`src/rtl/rxdma_pkg.sv`:
```
package rxdma_pkg;

  localparam int RX_HALF_W       = 16;
  localparam int RX_WORD_W       = 32;
  localparam int RX_EVT_DONE_BIT = 7;
  localparam int RX_EVT_OVF_BIT  = 9;

  localparam logic [1:0] RA_COUNT = 2'd0;
  localparam logic [1:0] RA_EVENT = 2'd1;
  localparam logic [1:0] RA_SOF   = 2'd2;
  localparam logic [1:0] RA_BYTES = 2'd3;

  typedef enum logic [1:0] {
    ING_IDLE = 2'd0,
    ING_FILL = 2'd1,
    ING_SKIP = 2'd2
  } ing_state_e;

  typedef enum logic {
    PH_CLAIM   = 1'b0,
    PH_RELEASE = 1'b1
  } cnt_phase_e;

  // round a byte count up to whole words
  function automatic logic [31:0] rx_pad4(input logic [31:0] n);
    return (n + 32'd3) & ~32'd3;
  endfunction

  // ring bytes taken by a frame: header word plus padded payload
  function automatic logic [31:0] rx_need(input logic [31:0] len);
    return 32'd4 + rx_pad4(len);
  endfunction

  // insert a byte into its lane of a packing word
  function automatic logic [31:0] rx_lane_put(input logic [31:0] word,
                                              input logic [1:0]  lane,
                                              input logic [7:0]  b);
    logic [31:0] r;
    r = word;
    r[{lane, 3'b000} +: 8] = b;
    return r;
  endfunction

  function automatic logic [3:0] rx_be_put(input logic [3:0] be,
                                           input logic [1:0] lane);
    logic [3:0] r;
    r = be;
    r[lane] = 1'b1;
    return r;
  endfunction

endpackage

```
`src/rtl/rxdma_ingest.sv`:
```
module rxdma_ingest
  import rxdma_pkg::*;
#(
  parameter int ADDR_W = 10
) (
  input  logic                  clk,
  input  logic                  rst_n,
  input  logic                  frm_start,
  input  logic [RX_HALF_W-1:0]  frm_status,
  input  logic [RX_HALF_W-1:0]  frm_len,
  input  logic                  byte_valid,
  input  logic [7:0]            byte_data,
  input  logic [ADDR_W-1:0]     wr_off,
  input  logic [ADDR_W:0]       free_bytes,
  output logic                  mem_we,
  output logic [ADDR_W-3:0]     mem_addr,
  output logic [RX_WORD_W-1:0]  mem_wdata,
  output logic [3:0]            mem_be,
  output logic                  frame_accept,
  output logic                  frame_drop,
  output logic                  frame_done,
  output logic [ADDR_W:0]       done_need,
  output logic [RX_HALF_W-1:0]  done_len,
  output logic                  filling
);

  localparam logic [ADDR_W-1:0] WORD_STEP = ADDR_W'(4);

  ing_state_e             st_q;
  logic [RX_HALF_W-1:0]   remain_q;
  logic [ADDR_W-1:0]      cur_q;
  logic [1:0]             lane_q;
  logic [RX_WORD_W-1:0]   pack_q;
  logic [3:0]             pbe_q;
  logic [ADDR_W:0]        need_q;
  logic [RX_HALF_W-1:0]   len_q;

  logic [31:0]            need_full;
  logic                   fits;
  logic                   last_byte;
  logic                   emit;
  logic [RX_WORD_W-1:0]   word_n;
  logic [3:0]             be_n;

  always_comb begin
    need_full    = rx_need({16'd0, frm_len});
    fits         = need_full <= {{(31-ADDR_W){1'b0}}, free_bytes};
    frame_accept = (st_q == ING_IDLE) && frm_start && fits;
    frame_drop   = (st_q == ING_IDLE) && frm_start && !fits;
    last_byte    = byte_valid && (st_q != ING_IDLE) && (remain_q == 16'd1);
    frame_done   = (st_q == ING_FILL) && last_byte;
    emit         = (st_q == ING_FILL) && byte_valid &&
                   ((lane_q == 2'd3) || (remain_q == 16'd1));
    word_n       = rx_lane_put(pack_q, lane_q, byte_data);
    be_n         = rx_be_put(pbe_q, lane_q);
  end

  assign done_need = need_q;
  assign done_len  = len_q;
  assign filling   = (st_q == ING_FILL);

  always_ff @(posedge clk or negedge rst_n) begin
    if (!rst_n) begin
      st_q      <= ING_IDLE;
      remain_q  <= '0;
      cur_q     <= '0;
      lane_q    <= '0;
      pack_q    <= '0;
      pbe_q     <= '0;
      need_q    <= '0;
      len_q     <= '0;
      mem_we    <= 1'b0;
      mem_addr  <= '0;
      mem_wdata <= '0;
      mem_be    <= '0;
    end else begin
      mem_we <= 1'b0;
      case (st_q)
        ING_IDLE: begin
          if (frame_accept) begin
            mem_we    <= 1'b1;
            mem_addr  <= wr_off[ADDR_W-1:2];
            mem_wdata <= {frm_len, frm_status};
            mem_be    <= 4'hF;
            cur_q     <= wr_off + WORD_STEP;
            remain_q  <= frm_len;
            lane_q    <= 2'd0;
            pack_q    <= '0;
            pbe_q     <= '0;
            need_q    <= need_full[ADDR_W:0];
            len_q     <= frm_len;
            st_q      <= ING_FILL;
          end else if (frame_drop) begin
            remain_q  <= frm_len;
            st_q      <= ING_SKIP;
          end
        end
        ING_FILL: begin
          if (byte_valid) begin
            remain_q <= remain_q - 16'd1;
            lane_q   <= lane_q + 2'd1;
            if (emit) begin
              mem_we    <= 1'b1;
              mem_addr  <= cur_q[ADDR_W-1:2];
              mem_wdata <= word_n;
              mem_be    <= be_n;
              cur_q     <= cur_q + WORD_STEP;
              pack_q    <= '0;
              pbe_q     <= '0;
            end else begin
              pack_q    <= word_n;
              pbe_q     <= be_n;
            end
            if (remain_q == 16'd1) st_q <= ING_IDLE;
          end
        end
        ING_SKIP: begin
          if (byte_valid) begin
            remain_q <= remain_q - 16'd1;
            if (remain_q == 16'd1) st_q <= ING_IDLE;
          end
        end
        default: st_q <= ING_IDLE;
      endcase
    end
  end

endmodule

```
`src/rtl/rxdma_ring_ctl.sv`:
```
module rxdma_ring_ctl
  import rxdma_pkg::*;
#(
  parameter int ADDR_W = 10,
  parameter int REG_W  = 16
) (
  input  logic              clk,
  input  logic              rst_n,
  input  logic              frame_done,
  input  logic [ADDR_W:0]   done_need,
  input  logic              rd_count,
  output logic              rd_claim,
  output logic              rd_release,
  output logic [ADDR_W:0]   wr_ptr,
  output logic [ADDR_W:0]   free_ptr,
  output logic [ADDR_W:0]   claim_ptr,
  output logic [ADDR_W:0]   used_bytes,
  output logic [ADDR_W:0]   free_bytes,
  output logic              phase,
  output logic              pend_nz,
  output logic [REG_W-1:0]  cnt_rdata
);

  localparam logic [ADDR_W:0] RING_BYTES = {1'b1, {ADDR_W{1'b0}}};

  cnt_phase_e        phase_q;
  logic [ADDR_W:0]   wr_q;
  logic [ADDR_W:0]   free_q;
  logic [ADDR_W:0]   claim_q;
  logic [REG_W-1:0]  pend_q;
  logic [REG_W-1:0]  claimed_q;

  always_comb begin
    rd_claim   = rd_count && (phase_q == PH_CLAIM);
    rd_release = rd_count && (phase_q == PH_RELEASE);
    used_bytes = wr_q - free_q;
    free_bytes = RING_BYTES - used_bytes;
    cnt_rdata  = (phase_q == PH_CLAIM) ? pend_q : claimed_q;
  end

  assign wr_ptr    = wr_q;
  assign free_ptr  = free_q;
  assign claim_ptr = claim_q;
  assign phase     = phase_q;
  assign pend_nz   = (pend_q != '0);

  always_ff @(posedge clk or negedge rst_n) begin
    if (!rst_n) begin
      phase_q   <= PH_CLAIM;
      wr_q      <= '0;
      free_q    <= '0;
      claim_q   <= '0;
      pend_q    <= '0;
      claimed_q <= '0;
    end else begin
      if (frame_done) wr_q <= wr_q + done_need;

      if (rd_claim)        pend_q <= frame_done ? REG_W'(1) : '0;
      else if (frame_done) pend_q <= pend_q + REG_W'(1);

      if (rd_claim) begin
        claimed_q <= pend_q;
        if (pend_q != '0) claim_q <= wr_q;
        phase_q   <= PH_RELEASE;
      end
      if (rd_release) begin
        free_q    <= claim_q;
        claimed_q <= '0;
        phase_q   <= PH_CLAIM;
      end
    end
  end

endmodule

```
`src/rtl/rxdma_host_regs.sv`:
```
module rxdma_host_regs
  import rxdma_pkg::*;
#(
  parameter int ADDR_W = 10,
  parameter int REG_W  = 16
) (
  input  logic                 clk,
  input  logic                 rst_n,
  input  logic                 irq_en,
  input  logic                 reg_rd,
  input  logic [1:0]           reg_addr,
  input  logic                 frame_done,
  input  logic [RX_HALF_W-1:0] done_len,
  input  logic                 frame_drop,
  input  logic [REG_W-1:0]     cnt_rdata,
  input  logic [ADDR_W-1:0]    sof,
  output logic                 rd_count,
  output logic                 rd_event,
  output logic [REG_W-1:0]     reg_rdata,
  output logic                 irq,
  output logic                 evt_ovf
);

  logic             evt_q;
  logic             ovf_q;
  logic [REG_W-1:0] bytes_q;
  logic [REG_W-1:0] event_word;

  always_comb begin
    rd_count   = reg_rd && (reg_addr == RA_COUNT);
    rd_event   = reg_rd && (reg_addr == RA_EVENT);
    event_word = '0;
    event_word[RX_EVT_DONE_BIT] = evt_q;
    event_word[RX_EVT_OVF_BIT]  = ovf_q;
  end

  assign irq     = evt_q;
  assign evt_ovf = ovf_q;

  always_ff @(posedge clk or negedge rst_n) begin
    if (!rst_n) begin
      evt_q     <= 1'b0;
      ovf_q     <= 1'b0;
      bytes_q   <= '0;
      reg_rdata <= '0;
    end else begin
      if (frame_done && irq_en) evt_q <= 1'b1;
      else if (rd_event)        evt_q <= 1'b0;

      if (frame_drop)    ovf_q <= 1'b1;
      else if (rd_event) ovf_q <= 1'b0;

      if (frame_done) bytes_q <= bytes_q + REG_W'(done_len) + REG_W'(4);

      if (reg_rd) begin
        case (reg_addr)
          RA_COUNT: reg_rdata <= cnt_rdata;
          RA_EVENT: reg_rdata <= event_word;
          RA_SOF:   reg_rdata <= REG_W'(sof);
          default:  reg_rdata <= bytes_q;
        endcase
      end
    end
  end

endmodule

```
`src/rtl/rxdma_ring_mgr.sv`:
```
module rxdma_ring_mgr
  import rxdma_pkg::*;
#(
  parameter int ADDR_W = 10,
  parameter int REG_W  = 16
) (
  input  logic              clk,
  input  logic              rst_n,
  input  logic              irq_en,
  input  logic              frm_start,
  input  logic [15:0]       frm_status,
  input  logic [15:0]       frm_len,
  input  logic              byte_valid,
  input  logic [7:0]        byte_data,
  input  logic              reg_rd,
  input  logic [1:0]        reg_addr,
  output logic [REG_W-1:0]  reg_rdata,
  output logic              irq,
  output logic              mem_we,
  output logic [ADDR_W-3:0] mem_addr,
  output logic [31:0]       mem_wdata,
  output logic [3:0]        mem_be
);

  // named internal events for the bound checker
  logic                 ev_frame_accept;
  logic                 ev_frame_drop;
  logic                 ev_frame_done;
  logic                 ev_rd_count;
  logic                 ev_rd_claim;
  logic                 ev_rd_release;
  logic                 ev_rd_event;
  logic                 ing_filling;
  logic [ADDR_W:0]      wr_ptr_w;
  logic [ADDR_W:0]      free_ptr_w;
  logic [ADDR_W:0]      claim_ptr_w;
  logic [ADDR_W:0]      ring_used_w;
  logic [ADDR_W:0]      ring_free_w;
  logic                 phase_w;
  logic                 pend_nz_w;
  logic                 evt_ovf_w;
  logic [ADDR_W:0]      done_need_w;
  logic [15:0]          done_len_w;
  logic [REG_W-1:0]     cnt_rdata_w;

  rxdma_ingest #(.ADDR_W(ADDR_W)) ingest_i (
    .clk          (clk),
    .rst_n        (rst_n),
    .frm_start    (frm_start),
    .frm_status   (frm_status),
    .frm_len      (frm_len),
    .byte_valid   (byte_valid),
    .byte_data    (byte_data),
    .wr_off       (wr_ptr_w[ADDR_W-1:0]),
    .free_bytes   (ring_free_w),
    .mem_we       (mem_we),
    .mem_addr     (mem_addr),
    .mem_wdata    (mem_wdata),
    .mem_be       (mem_be),
    .frame_accept (ev_frame_accept),
    .frame_drop   (ev_frame_drop),
    .frame_done   (ev_frame_done),
    .done_need    (done_need_w),
    .done_len     (done_len_w),
    .filling      (ing_filling)
  );

  rxdma_ring_ctl #(.ADDR_W(ADDR_W), .REG_W(REG_W)) ring_i (
    .clk        (clk),
    .rst_n      (rst_n),
    .frame_done (ev_frame_done),
    .done_need  (done_need_w),
    .rd_count   (ev_rd_count),
    .rd_claim   (ev_rd_claim),
    .rd_release (ev_rd_release),
    .wr_ptr     (wr_ptr_w),
    .free_ptr   (free_ptr_w),
    .claim_ptr  (claim_ptr_w),
    .used_bytes (ring_used_w),
    .free_bytes (ring_free_w),
    .phase      (phase_w),
    .pend_nz    (pend_nz_w),
    .cnt_rdata  (cnt_rdata_w)
  );

  rxdma_host_regs #(.ADDR_W(ADDR_W), .REG_W(REG_W)) regs_i (
    .clk        (clk),
    .rst_n      (rst_n),
    .irq_en     (irq_en),
    .reg_rd     (reg_rd),
    .reg_addr   (reg_addr),
    .frame_done (ev_frame_done),
    .done_len   (done_len_w),
    .frame_drop (ev_frame_drop),
    .cnt_rdata  (cnt_rdata_w),
    .sof        (free_ptr_w[ADDR_W-1:0]),
    .rd_count   (ev_rd_count),
    .rd_event   (ev_rd_event),
    .reg_rdata  (reg_rdata),
    .irq        (irq),
    .evt_ovf    (evt_ovf_w)
  );

endmodule

```
`config.mk`:
```
export PLATFORM = sky130hd
export DESIGN_NAME = rxdma_ring_mgr
export DESIGN_NICKNAME = d
export VERILOG_FILES = /design/src/rtl/rxdma_pkg.sv /design/src/rtl/rxdma_ingest.sv /design/src/rtl/rxdma_ring_ctl.sv /design/src/rtl/rxdma_host_regs.sv /design/src/rtl/rxdma_ring_mgr.sv
export SDC_FILE = /design/constraint.sdc
export NUM_CORES = 1
export LEC_CHECK = 0
export ABC_AREA = 1
export BUFFER_PORTS_ARGS = -buffer_cell sky130_fd_sc_hd__buf_2
export CELL_PAD_IN_SITES_DETAIL_PLACEMENT = 0
export CELL_PAD_IN_SITES_GLOBAL_PLACEMENT = 2
export CORE_AREA = 2 2 174 210
export CTS_CLUSTER_DIAMETER = 200
export DETAILED_ROUTE_END_ITERATION = 16
export DIE_AREA = 0 0 176 212
export GPL_TIMING_DRIVEN = 0
export PLACE_DENSITY = 0.9
export SLEW_MARGIN = 40
export SYNTH_ARGS = -nofsm -noshare
export SYNTH_HDL_FRONTEND = slang
export SYNTH_SLANG_ARGS = --single-unit
```
`constraint.sdc`:
```
create_clock -name clk -period 7.02 [get_ports clk]
set_input_delay 0.702 -clock clk [delete_from_list [all_inputs] [get_ports clk]]
set_output_delay 0.702 -clock clk [all_outputs]
set_load 0.005 [all_outputs]
```
==> impl_metrics.toml <==
[drt]
drtAntennaViolNets = 0
num_vias = 11850
drc = 0
drt-initial-drc-count = 709
via_per_inst = 5.054
dr.pass1.iters = 5
post_drt_wl_per_cell_um = 16.96
routed_wl_mm = 39.76

[timing]
setup_violations = 0
fin_setup_tns_ns = 0
fin_skew_ns = 0.01842
tightestPinTransition_ns = 0.8659
period_share_pct = 62.99
fin_ws_ns = 2.598
rsz0062_at_grt = "no"
max_freq_ghz = 0.2261
finalHoldViolCount = 0
slew_violations = 0
min_period_ns = 4.422
slew_headroom_pct = 41.88

[clocking]
cts-resized-gates = 0
insertion_delay_ns = 0.55
cts_tree = "built"
clkSlewWorstSetupHoldPaths_ns = 0.06
ctsRootBufferMaster = "clkbuf_16"
postCtsSetupBuffers = 0
h-tree-depth = 1
clock-sinks = 228
cts_buffers = 27
holdBufCountCts = 0
cts.path.max_buffers = 3

[critical_path]
rr_worst_depth = 25
cp.required_ns = 7.45
cp_max_fo = 10
cp_common_cell = "nand2_1"
cp_slowest_cell = "dfrtp_1"
crit_family = "simple AND/OR/NAND/NOR gates"
setup.worst_path.end = "ingest_i.mem_wdata[25]"
worst_setup_path_end_kind = "register"
regToRegSetupSlack_ns = 2.60
cp_slowest_stage_delay_ns = 0.39
path_depth = 25
r2r_end = "ingest_i.mem_wdata[25]"
cp_data_arrival_time_ns = 4.86
r2r_start = "ring_i.wr_ptr[4]"
critPathKind = "reg -> reg"
crit_buf_inv = 3
cp-startpoint = "ring_i.wr_ptr[4]"
cp-start-kind = "register"

[finish]
nNetsFinal = 1991
final_cell_mix = "nand2_1, dfrtp_1, inv_1, o21ai_0, nand3_1"
layout-drive-gt1-share_pct = 10.23
fillers = 3691
final_common_cell = "nand2_1"
multi_input_area_sq_um = 6419
areaGrowthSynthToFinish_pct = 15.89
finalInstanceArea_sq_um = 15310
antenna_cells = 0
seq_area_sq_um = 5705

[synthesis]
async_flop_share_pct = 100.0
synth-seq-cells = 228
ys_seq_area_share_pct = 43.17
ys_types = 48
netlist_area_sq_um = 13220
yosysWarnings = 0
synthCells = 1721
synth_ff_type = "dfrtp_1"
synth_edf_count = 0
synth.net_count = 1851
synth.avg_cell_area_sq_um = 7.679

[floorplan]
start_util_pct = 37.26
rows = 76
ios = 110
die_w_um = 176
core_sq_um = 35470
die_h_um = 212
die_area_sq_um = 37310

[hold_path]
hp-class = "in -> async"

[placed_design]
post-place-ws_ns = 2.113
hpwl_mm = 30.37
gp_congestion = 0.8900
postPlaceCellArea_sq_um = 14430
io_buffers = 108

[global_route]
overflow = 0
grtUsageTotal_pct = 21.77
antenna_found_initial = 0
grt_max_degree = 70
grt_pass1_vias = 12010
grt_pass1_wl_mm = 64.29

[run_status]
status = "completed"

[run]
cap_violations = 0

[power_and_ir_drop]
ir_worst_vdd_mv = 0.1733
p_per_area_nw_per_um2 = 311.5
total_power_mw = 4.770
leakage_nw = 7.776
## final cells by class
class	instances	share of cell area, %
multi-input combinational	1225	41.91
sequential	228	37.25
clock buffer	39	5.098
inverter	193	4.730
timing repair buffer	111	4.134
tap	468	3.824
buffer	75	2.394
clock inverter	5	0.6536
## where the power goes
part / switching (mW) / internal, mW / total, mW
clock: 0.552 / 0.870 / 1.42
combinational: 0.960 / 0.577 / 1.54
sequential: 0.202 / 1.61 / 1.81
## cell families (layout without fill, tap and decap cells)
logic type	count (synthesis)	after routing	share of synthesized area, %
XOR/XNOR	38	38	2.518
AO/OA/AOI/OAI	303	303	12.88
AND/OR/NAND/NOR	802	802	25.24
buffers and inverters	268	423	8.256
flip-flops	228	228	43.17
adder cells (fa/ha/maj)	82	82	7.934
## per-stage QoR
step	std cells	hold WS (ns)	utilization, %
global placement	2297	0.4515	40.43
finish	2344	0.07183	43.18
detailed placement	2300	0.4541	40.69
floorplan	1721	0.4064	-
CTS	2344	0.08965	43.18
global route	2344	0.1137	43.18
## sequential cells by signal, indices dropped and copies added (netlist names), 2 cells and up
register and cells:
ingest_i.done_len 16, ingest_i.st_q 2, ingest_i.done_need 9, regs_i.reg_rdata 16, ring_i.wr_ptr 9, ingest_i.remain_q 16
ingest_i.pack_q 32, ingest_i.mem_wdata 32, ring_i.claimed_q 16, ingest_i.mem_be 4, ingest_i.cur_q 8, ingest_i.mem_addr 8
ingest_i.pbe_q 4, ingest_i.lane_q 2, ring_i.pend_q 16, ring_i.free_ptr 9, ring_i.claim_ptr 9, regs_i.bytes_q 16
## cell usage after synthesis (2+ instances only)
cell,n,area [sq um]
dfrtp_1,228,5705
a211oi_1,3,22.52
a221oi_1,8,70.07
nand4_1,16,100.1
a31oi_1,2,12.51
or2_2,6,37.54
buf_2,11,55.05
nor2_4,2,22.52
clkbuf_1,49,183.9
o221ai_1,5,43.79
nor2_2,3,18.77
a22o_1,4,35.03
xnor2_1,13,113.9
xor2_1,25,219.0
clkinv_1,3,11.26
o21bai_1,2,15.01
o21ai_1,15,75.07
buf_6,9,101.4
nand2_1,503,1888
o21ai_0,143,715.7
and2_1,2,12.51
inv_1,187,701.9
o2111ai_1,4,35.03
inv_2,3,11.26
o22ai_1,40,250.2
nand3_1,137,685.7
nor2_1,108,405.4
nor3_1,9,45.04
o21a_1,4,30.03
nor4_1,5,31.28
a21oi_1,62,310.3
ha_1,79,988.5
a21o_1,5,37.54
nand4_2,2,25.02
nand2_2,5,31.28
buf_1,5,18.77
fa_1,3,60.06
## per-layer routing
metal	vias to the layer above	GRT usage, %	part of all wire, %
li1	5910	-	-
met1	5529	26.58	42
met2	330	38.99	49
met3	78	2.682	5.0
met4	0	8.606	3.9
met5	-	0	0
## worst min-delay path by stage
stage | from | cells past startpoint | slack (ns) | endpoint
after floorplan | rst_n | 0 | 0.41 | ingest_i.cur_q[2]
after global placement | ingest_i.mem_wdata[26] | 2 | 0.45 | ingest_i.mem_wdata[26]
after detailed placement | ingest_i.mem_wdata[10] | 2 | 0.45 | ingest_i.mem_wdata[10]
after CTS | rst_n | 1 | 0.09 | ring_i.claimed_q[15]
after global routing | rst_n | 1 | 0.11 | ring_i.claimed_q[15]
final | rst_n | 1 | 0.07 | ring_i.claimed_q[15]
## worst register-to-register path, cell delays in order, from the launching register on
cell,delay (ns)
dfrtp_1,0.39
inv_1,0.15
ha_1,0.26
ha_1,0.35
a21oi_1,0.14
nand2_1,0.10
a21o_1,0.16
a21oi_1,0.20
inv_1,0.06
a21oi_1,0.13
nor2_1,0.05
nor2_1,0.11
xor2_1,0.17
ha_1,0.26
a21o_1,0.16
a21oi_1,0.13
nand2_1,0.08
nand2_1,0.14
nand4_1,0.12
nor2_2,0.15
nand4_2,0.21
nand2_1,0.18
nand2_2,0.20
buf_2,0.30
nand2_1,0.08
nand2_1,0.05
No activity file was read; power rests on OpenSTA's default activity.
